<file path="src/rtl/pingpong_dma.sv">
module pingpong_dma #(
  parameter int NCH   = 4,
  parameter int AW    = 32,
  parameter int DW    = 32,
  parameter int CW    = 13,
  parameter int BURST = 2048,
  parameter int FW    = 4,
  localparam int CHW  = $clog2(NCH)
) (
  input  logic           clk,
  input  logic           rst_n,
  input  logic [CHW-1:0] cmd_ch,
  input  logic           prg_we,
  input  logic [1:0]     prg_sel,
  input  logic [AW-1:0]  prg_data,
  input  logic           go,
  input  logic           halt,
  input  logic           miss_load,
  input  logic [1:0]     miss_val,
  output logic           miss_rej,
  input  logic           fail_load,
  input  logic [FW-1:0]  fail_val,
  input  logic [NCH-1:0] stat_clr,
  output logic [NCH-1:0] run_o,
  output logic [NCH-1:0] pend_o,
  output logic [NCH-1:0] done_o,
  output logic [NCH-1:0] err_o,
  output logic [NCH-1:0] ovr_o,
  output logic           irq,
  output logic           mem_req,
  output logic           mem_we,
  output logic [AW-1:0]  mem_addr,
  output logic [DW-1:0]  mem_wdata,
  input  logic [DW-1:0]  mem_rdata,
  input  logic           mem_ack
);
  localparam int BB = DW / 8;
  localparam int AB = $clog2(BB);
  localparam int BW = BURST / BB;
  localparam int WW = $clog2(BW + 1);
  localparam int NW = CW - AB;

  typedef enum logic [1:0] {PICK, RD, WR} st_t;

  logic [AW-1:0]  p_src [NCH];
  logic [AW-1:0]  p_dst [NCH];
  logic [CW-1:0]  p_cnt [NCH];
  logic [AW-1:0]  a_src [NCH];
  logic [AW-1:0]  a_dst [NCH];
  logic [CW-1:0]  a_cnt [NCH];
  logic [FW-1:0]  fail_c [NCH];
  logic [NCH-1:0] run, pend, miss, done_s, err_s, ovr_s;
  logic [NCH-1:0] run_n, pend_n, ld, ev_fail, ev_done, adv;
  st_t            st;
  logic [CHW-1:0] cur;
  logic [WW-1:0]  wleft;
  logic           abort;
  logic [DW-1:0]  buf_q;
  logic [AW-1:0]  addr_q;

  wire [NW-1:0]  cur_words = a_cnt[cur][CW-1:AB];
  wire [WW-1:0]  first     = (int'(cur_words) > BW) ? WW'(BW) : WW'(cur_words);
  wire           slot      = (st == PICK) && run[cur];
  wire           failing   = slot && (fail_c[cur] == FW'(1));
  wire           fail_dec  = slot && (fail_c[cur] != '0);
  wire           finish    = slot && !failing && (cur_words == '0);
  wire           start     = slot && !failing && (cur_words != '0);
  wire [CHW-1:0] cur_nx    = (cur == CHW'(NCH - 1)) ? '0 : cur + 1'b1;
  wire           abort_now = abort || ld[cur] || !run_n[cur];

  assign run_o     = run;
  assign pend_o    = pend;
  assign done_o    = done_s;
  assign err_o     = err_s;
  assign ovr_o     = ovr_s;
  assign irq       = |(done_s | err_s);
  assign mem_req   = (st != PICK);
  assign mem_we    = (st == WR);
  assign mem_addr  = addr_q;
  assign mem_wdata = buf_q;

  always_comb begin
    for (int i = 0; i < NCH; i++) begin
      ev_fail[i] = failing && (cur == CHW'(i));
      ev_done[i] = finish && (cur == CHW'(i));
      adv[i]     = (st == WR) && mem_ack && !abort_now && (cur == CHW'(i));
      run_n[i]   = run[i];
      pend_n[i]  = pend[i];
      ld[i]      = 1'b0;
      if (ev_fail[i]) begin
        run_n[i]  = 1'b0;
        pend_n[i] = 1'b0;
      end
      if (ev_done[i]) begin
        if (pend[i]) begin
          ld[i]     = 1'b1;
          pend_n[i] = 1'b0;
        end else begin
          run_n[i] = 1'b0;
        end
      end
      if (halt && cmd_ch == CHW'(i)) begin
        run_n[i]  = 1'b0;
        pend_n[i] = 1'b0;
      end
      if (go && cmd_ch == CHW'(i)) begin
        if (run_n[i]) begin
          pend_n[i] = 1'b1;
        end else begin
          ld[i]    = 1'b1;
          run_n[i] = 1'b1;
        end
      end
    end
  end

  always_ff @(posedge clk) begin
    if (!rst_n) begin
      run <= '0; pend <= '0; miss <= '0;
      done_s <= '0; err_s <= '0; ovr_s <= '0;
      miss_rej <= 1'b0;
      for (int i = 0; i < NCH; i++) begin
        p_src[i] <= '0; p_dst[i] <= '0; p_cnt[i] <= '0;
        a_src[i] <= '0; a_dst[i] <= '0; a_cnt[i] <= '0;
        fail_c[i] <= '0;
      end
    end else begin
      run  <= run_n;
      pend <= pend_n;
      miss_rej <= miss_load && !(miss_val == 2'd1 && !run[cmd_ch]);
      for (int i = 0; i < NCH; i++) begin
        if (prg_we && cmd_ch == CHW'(i)) begin
          if (pend[i]) ovr_s[i] <= 1'b1;
          else begin
            case (prg_sel)
              2'd0: p_src[i] <= prg_data;
              2'd1: p_dst[i] <= prg_data;
              2'd2: p_cnt[i] <= prg_data[CW-1:0];
              default: ;
            endcase
          end
        end
        if (stat_clr[i] && !(prg_we && cmd_ch == CHW'(i) && pend[i])) ovr_s[i] <= 1'b0;
        done_s[i] <= (done_s[i] && !stat_clr[i]) || (ev_done[i] && !miss[i]);
        err_s[i]  <= (err_s[i] && !stat_clr[i]) || ev_fail[i];
        if (miss_load && cmd_ch == CHW'(i) && miss_val == 2'd1 && !run[i]) miss[i] <= 1'b1;
        else if (ev_done[i]) miss[i] <= 1'b0;
        if (fail_load && cmd_ch == CHW'(i)) fail_c[i] <= fail_val;
        else if (fail_dec && cur == CHW'(i)) fail_c[i] <= fail_c[i] - 1'b1;
        if (ld[i]) begin
          a_src[i] <= p_src[i];
          a_dst[i] <= p_dst[i];
          a_cnt[i] <= p_cnt[i];
        end else if (adv[i]) begin
          a_src[i] <= a_src[i] + AW'(BB);
          a_dst[i] <= a_dst[i] + AW'(BB);
          a_cnt[i] <= a_cnt[i] - CW'(BB);
        end
      end
    end
  end

  always_ff @(posedge clk) begin
    if (!rst_n) begin
      st <= PICK; cur <= '0; wleft <= '0; abort <= 1'b0;
      buf_q <= '0; addr_q <= '0;
    end else begin
      if (st == PICK) abort <= 1'b0;
      else if (abort_now) abort <= 1'b1;
      case (st)
        PICK: begin
          if (start) begin
            st     <= RD;
            wleft  <= first;
            addr_q <= a_src[cur];
          end else begin
            cur <= cur_nx;
          end
        end
        RD: if (mem_ack) begin
          if (abort_now) begin
            st  <= PICK;
            cur <= cur_nx;
          end else begin
            buf_q  <= mem_rdata;
            addr_q <= a_dst[cur];
            st     <= WR;
          end
        end
        WR: if (mem_ack) begin
          if (abort_now || wleft == WW'(1)) begin
            st  <= PICK;
            cur <= cur_nx;
          end else begin
            wleft  <= wleft - 1'b1;
            addr_q <= a_src[cur] + AW'(BB);
            st     <= RD;
          end
        end
        default: st <= PICK;
      endcase
    end
  end
endmodule

</file>
<file path="config.mk">
export PLATFORM = sky130hd
export DESIGN_NAME = pingpong_dma
export DESIGN_NICKNAME = d
export VERILOG_FILES = /design/src/rtl/pingpong_dma.sv
export SDC_FILE = /design/constraint.sdc
export NUM_CORES = 1
export LEC_CHECK = 0
export BUFFER_PORTS_ARGS = -buffer_cell sky130_fd_sc_hd__buf_2
export CORE_MARGIN = 4
export CORE_UTILIZATION = 51
export CTS_CLUSTER_SIZE = 12
export DETAILED_ROUTE_END_ITERATION = 8
export PLACE_DENSITY = 0.68
export SLEW_MARGIN = 20
export SYNTH_ARGS = -nofsm -noshare
export SYNTH_HDL_FRONTEND = slang
export SYNTH_SLANG_ARGS = --single-unit
</file>
<file path="constraint.sdc">
create_clock -name clk -period 6.63 [get_ports clk]
set_input_delay 1.326 -clock clk [delete_from_list [all_inputs] [get_ports clk]]
set_output_delay 1.326 -clock clk [all_outputs]
set_load 0.005 [all_outputs]
</file>
# [Yosys cells after proc, flatten, opt, wreduce, memory -nomap -nowiden]
# Memory sizes are Yosys's and may differ from the RTL's. A register that Yosys moved wholly into a read port is not among the register bits.
# Index checks and enable logic that the tools add are counted.
[classes] addsub=19 n_lt_le_gt_ge=3 n_eq_ne=21 mux=260 n_bitwise=47 reduce_logical=135
[ops] cell="two-way mux 32 bit" n=29
[ops] cell="adder 32 x 3 -> 32 bit (second input constant)" n=9
[ops] cell="two-way mux 1 bit" n=181
[ops] cell="two-way mux 13 bit" n=12
[ops] cell="one-hot mux 32 bit (3 select lines)" n=1
[ops] cell="logical AND 1 bit" n=74
[ops] cell="subtractor 13 x 3 -> 13 bit (second input constant)" n=4
[ops] cell="bitwise OR 1 bit" n=44
[ops] cell="two-way mux 10 bit" n=4
[ops] cell="two-way mux 2 bit" n=18
[ops] cell="two-way mux 4 bit" n=8
[ops] cell="zero test 1 bit" n=21
[ops] cell="one-hot mux 10 bit (2 select lines)" n=1
[ops] cell="subtractor 4 x 1 -> 4 bit (second input constant)" n=4
[ops] cell="== test 2 bit (second input constant)" n=6
[ops] cell="inequality test 2 bit (second input constant)" n=6
[ops] cell="one-hot mux 2 bit (3 select lines)" n=2
[ops] cell="AND reduction 6 bit" n=2
[ops] cell="nonzero test 2 bit" n=6
[ops] cell="> comparator 11 x 10 -> 1 bit (second input constant)" n=1
[ops] cell="zero test 11 bit" n=1
[ops] cell="logical OR 1 bit" n=11
[ops] cell="nonzero test 11 bit" n=1
[ops] cell="== test 10 x 1 -> 1 bit (second input constant)" n=1
[ops] cell="other kinds (17)" n=38
[totals] register_bits=104 ramBits=632 in_bits=86 output_inout_bits=88 elab_cells=511 mem_count=7
[mem_list] name="a_dst" words=4 word_bits=32 rd=5 rd_ports_with_merged_regs=1 write_ports=4 line="49" text="logic [AW-1:0] a_dst [NCH];"
[mem_list] name="a_src" words=4 word_bits=32 rd=5 rd_ports_with_merged_regs=1 write_ports=4 line="48" text="logic [AW-1:0] a_src [NCH];"
[mem_list] name="p_dst" words=4 word_bits=32 rd=4 rd_ports_with_merged_regs=0 write_ports=4 line="46" text="logic [AW-1:0] p_dst [NCH];"
[mem_list] name="p_src" words=4 word_bits=32 rd=4 rd_ports_with_merged_regs=0 write_ports=4 line="45" text="logic [AW-1:0] p_src [NCH];"
[mem_list] name="a_cnt" words=4 word_bits=13 rd=5 rd_ports_with_merged_regs=1 write_ports=4 line="50" text="logic [CW-1:0] a_cnt [NCH];"
[mem_list] name="p_cnt" words=4 word_bits=13 rd=4 rd_ports_with_merged_regs=0 write_ports=4 line="47" text="logic [CW-1:0] p_cnt [NCH];"
[mem_list] name="+1 memories"

# [Longest topological paths before layout]
[logic_depth] depth_word=24 depth_mapped=15 depth_no_buf=10

# [Least setup slack after synthesis]
# OpenSTA, ideal clock, no wires.
[synth_path] path_type="input to register" startpoint="input port cmd_ch[1]" endpoint="memory a_cnt[3][10], enable pin" setup_time_ns=0.431 t_arrival_ns=4.357 required_ns=6.199 slack_ns=1.842 cell_stages=11 path_buffers=2 cell_sequence="nor2b_1 clkbuf_1 nand2_1 nand2_1 a31oi_1 nand3_1 a21oi_4 and3_1 buf_2 nand2_1 nand2_1"
[synth_lines] item="start, declared" line="12" text="input logic [CHW-1:0] cmd_ch,"
[synth_lines] item="end, declared" line="50"

==> results.txt <==
Outcome - finished clean
CTS Hold Bufs - 0
Synth warnings - 0
Antenna violations before repair - 2
Final ANT Viol Nets - 0
Synth Area per Inst - 11.1 um2
CTS Buf Count - 77
Slew HR - 27.5%
Ys async rst share - 0%
Post-synth net total - 3,363
Area leader, netlist - edfxtp_1
Drc violations - 0
GRT Total Usage - 24.9%
Placed instance area - 37,800 um2
Peak VDD IR - 0.000166 V
Worst setup EP type - flip-flop
Nets - 3,469
Number of flops mapped to enable cells by yosys - 616
Fraction of final layout cells sized beyond drive strength 1 - 13.3%
# rows - 97
Die X - 274 um
Setup TNS - 0 ps
Clock Pin Slew Worst Setup and Hold Paths - 60 ps
Post-synthesis cell count - 3,250
Die height - 274 um
Crit Path Class - reg2reg
Mean number of vias per cell - 5.92
Period utilization - 81.5%
H-tree depth - 3
Tightest Pin Transition - 1090 ps
Port bufs - 173
Hold Crit Class - reg2reg
Synth area leaders - edfxtp_1 (51%), dfxtp_1 (5.9%), nand2_1 (5.6%)
Die area - 75,300 um2
P_leak - 14.2 nW
Setup ws final - 1230 ps
Post-CTS Setup Bufs - 0
Worst Path Arrival - 5850 ps
Via count - 25,764
Max clock buf depth - 3
Area fraction of the dominant cell type after synthesis - 51.1%
Initial DRT Pass Iterations - 7
Register Area - 20,600 um2
Mapped cell area - 36,200 um2
Slack of the worst reg-to-reg path - 1230 ps
Finished Layout Cells - 4,349
Most common flop cell mapped by yosys - edfxtp_1
Global placement routability congestion - 0.911
CTS tree - done
Seq/Total Area, Yosys - 56.9%
Max-slew violation count - 0
Number of fill cells - 5,802
WP data required - 7080 ps
Root Driver - clkbuf_16
Worst slack, placed - 1270 ps
Core Area - 70,100 um2
Dpl cells - 4,213
DRT Wirelength - 94.9 mm
CTS resizes - 0
Hold Slack - 452 ps
Initial core utilization - 51.6%
Fin. Hold Viols - 0
Crit Path Max Fanout - 47
Unique masters post-synth - 73
Vias in the first global route - 24,665
Clk sinks - 722
RSZ-0062 raised after global routing - false
Cell Pwr Density - 285 nW/um2
Fmax - 0.185 GHz
Clk_skew - 22.1 ps
Overflow after GRT - 0
Design Area, Final - 40,300 um2
IO Pins - 174
Post-detail-place hpwl - 66.7 mm
Initial DRC Count - 2,704
Max Cap Viol - 0
Area delta synth->final - 11.4%
# setup viols final - 0
First-pass GRT wire length - 145 mm
Post-layout min period - 5400 ps
Largest net degree at the start of global routing - 83
Critical Path Source Type - flip-flop
Clk_lat worst skew - 630 ps
Synth Register Bits - 722
Area of the multi-input gates - 14,800 um2
Routed len/inst - 21.8 um
## metrics by stage
step	utilization, %	power, mW
detailed placement	53.9	7.43
finish	57.5	11.5
global route	57.5	11.9
global placement	53.9	7.38
CTS	57.3	11.5
floorplan	-	6.80
## final cells by class
class	instances	area share, %
Timing Repair Buffer	205	2.92
Tap cell	940	2.92
Clock buffer	106	5.47
Clock inverter	25	0.394
Multi-Input combinational cell	2291	36.6
Inverter	59	0.552
Antenna cell	1	0.00620
Sequential cell	722	51.1
## critical path, cell delays in order (launching register included)
cell      delay, ps
dfxtp_4         910
nor4b_1         340
nor3b_1         140
nor3b_2         580
nand4b_1        440
a31oi_2         190
a21oi_4         360
and3_1          590
nand3_2         900
buf_4           510
o21ai_0         210
## metal layers
layer	GRT usage, %	part of all wire (%)
met1	36.6	43
met2	38.1	44
met3	5.25	10
met4	6.26	2.0
met5	0	0
## cells in the final DEF, fill, tap and decap left out, types with 65 or more instances in the layout
| cell type | instances |
|---|---|
| buf_2 | 173 |
| edfxtp_1 | 616 |
| nand3_1 | 107 |
| and2_1 | 318 |
| o21ai_0 | 185 |
| and3_1 | 72 |
| a21oi_1 | 65 |
| dfxtp_1 | 104 |
| clkbuf_16 | 82 |
| xnor2_1 | 117 |
| xor2_1 | 155 |
| mux4_2 | 76 |
| o21ai_1 | 134 |
| nand2_1 | 535 |
| nor2_1 | 146 |
## flip-flops by register name, summed over array words and instances (netlist names), named ones only
name and flops:
a_cnt 44, a_dst 128, a_src 128, abort 1, cur 2, done_o 4
err_o 4, fail_c 16, mem_addr 32, mem_wdata 32, miss 4, miss_rej 1
ovr_o 4, p_cnt 44, p_dst 128, p_src 128, pend_o 4, run_o 4
st 2, wleft 10
## final timing paths
path,start,to,depth (start not counted)
setup / recovery,flip-flop,a_src[3][28]$_DFFE_PP_,10
hold / removal,mem_wdata[11]$_SDFFE_PN0P_,mem_wdata[11]$_SDFFE_PN0P_,2
setup reg to reg,flip-flop,a_src[3][28]$_DFFE_PP_,10
hold reg to reg,mem_wdata[11]$_SDFFE_PN0P_,mem_wdata[11]$_SDFFE_PN0P_,2
## report_power, final
part	switching (mW)	total (mW)	internal [mW]	leakage, nW
clock	1.74	4.13	2.39	1.17
combinational	1.12	1.87	0.747	5.70
sequential	0.314	5.51	5.20	7.36
## synth_stat cells (all sizes together), types with 12 or more instances
cell and number:
nand4 62, xor2 155, edfxtp 616, nor3 37
xnor2 117, or3 15, dfxtp 106, nand2 537
clkbuf 115, mux4 76, nor2 153, o31ai 31
and2 320, a222oi 23, buf 63, mux2 15
inv 59, ha 27, nor2b 12, a21oi 67
nand3 110, and3 73, and4 15, o21ai 327
## cell families (layout without fill, tap and decap cells)
logic type	count (synthesis)	in the layout	share of synthesized area [%]
buffers and inverters	237	395	2.83
flip-flops	722	722	56.9
XOR/XNOR	272	272	6.58
adder cells (fa/ha/maj)	27	27	0.933
AO/OA/AOI/OAI	509	509	8.27
other	0	1	0
multiplexers	102	102	5.50
AND/OR/NAND/NOR	1381	1381	18.9
No activity file was read; power rests on OpenSTA's default activity.
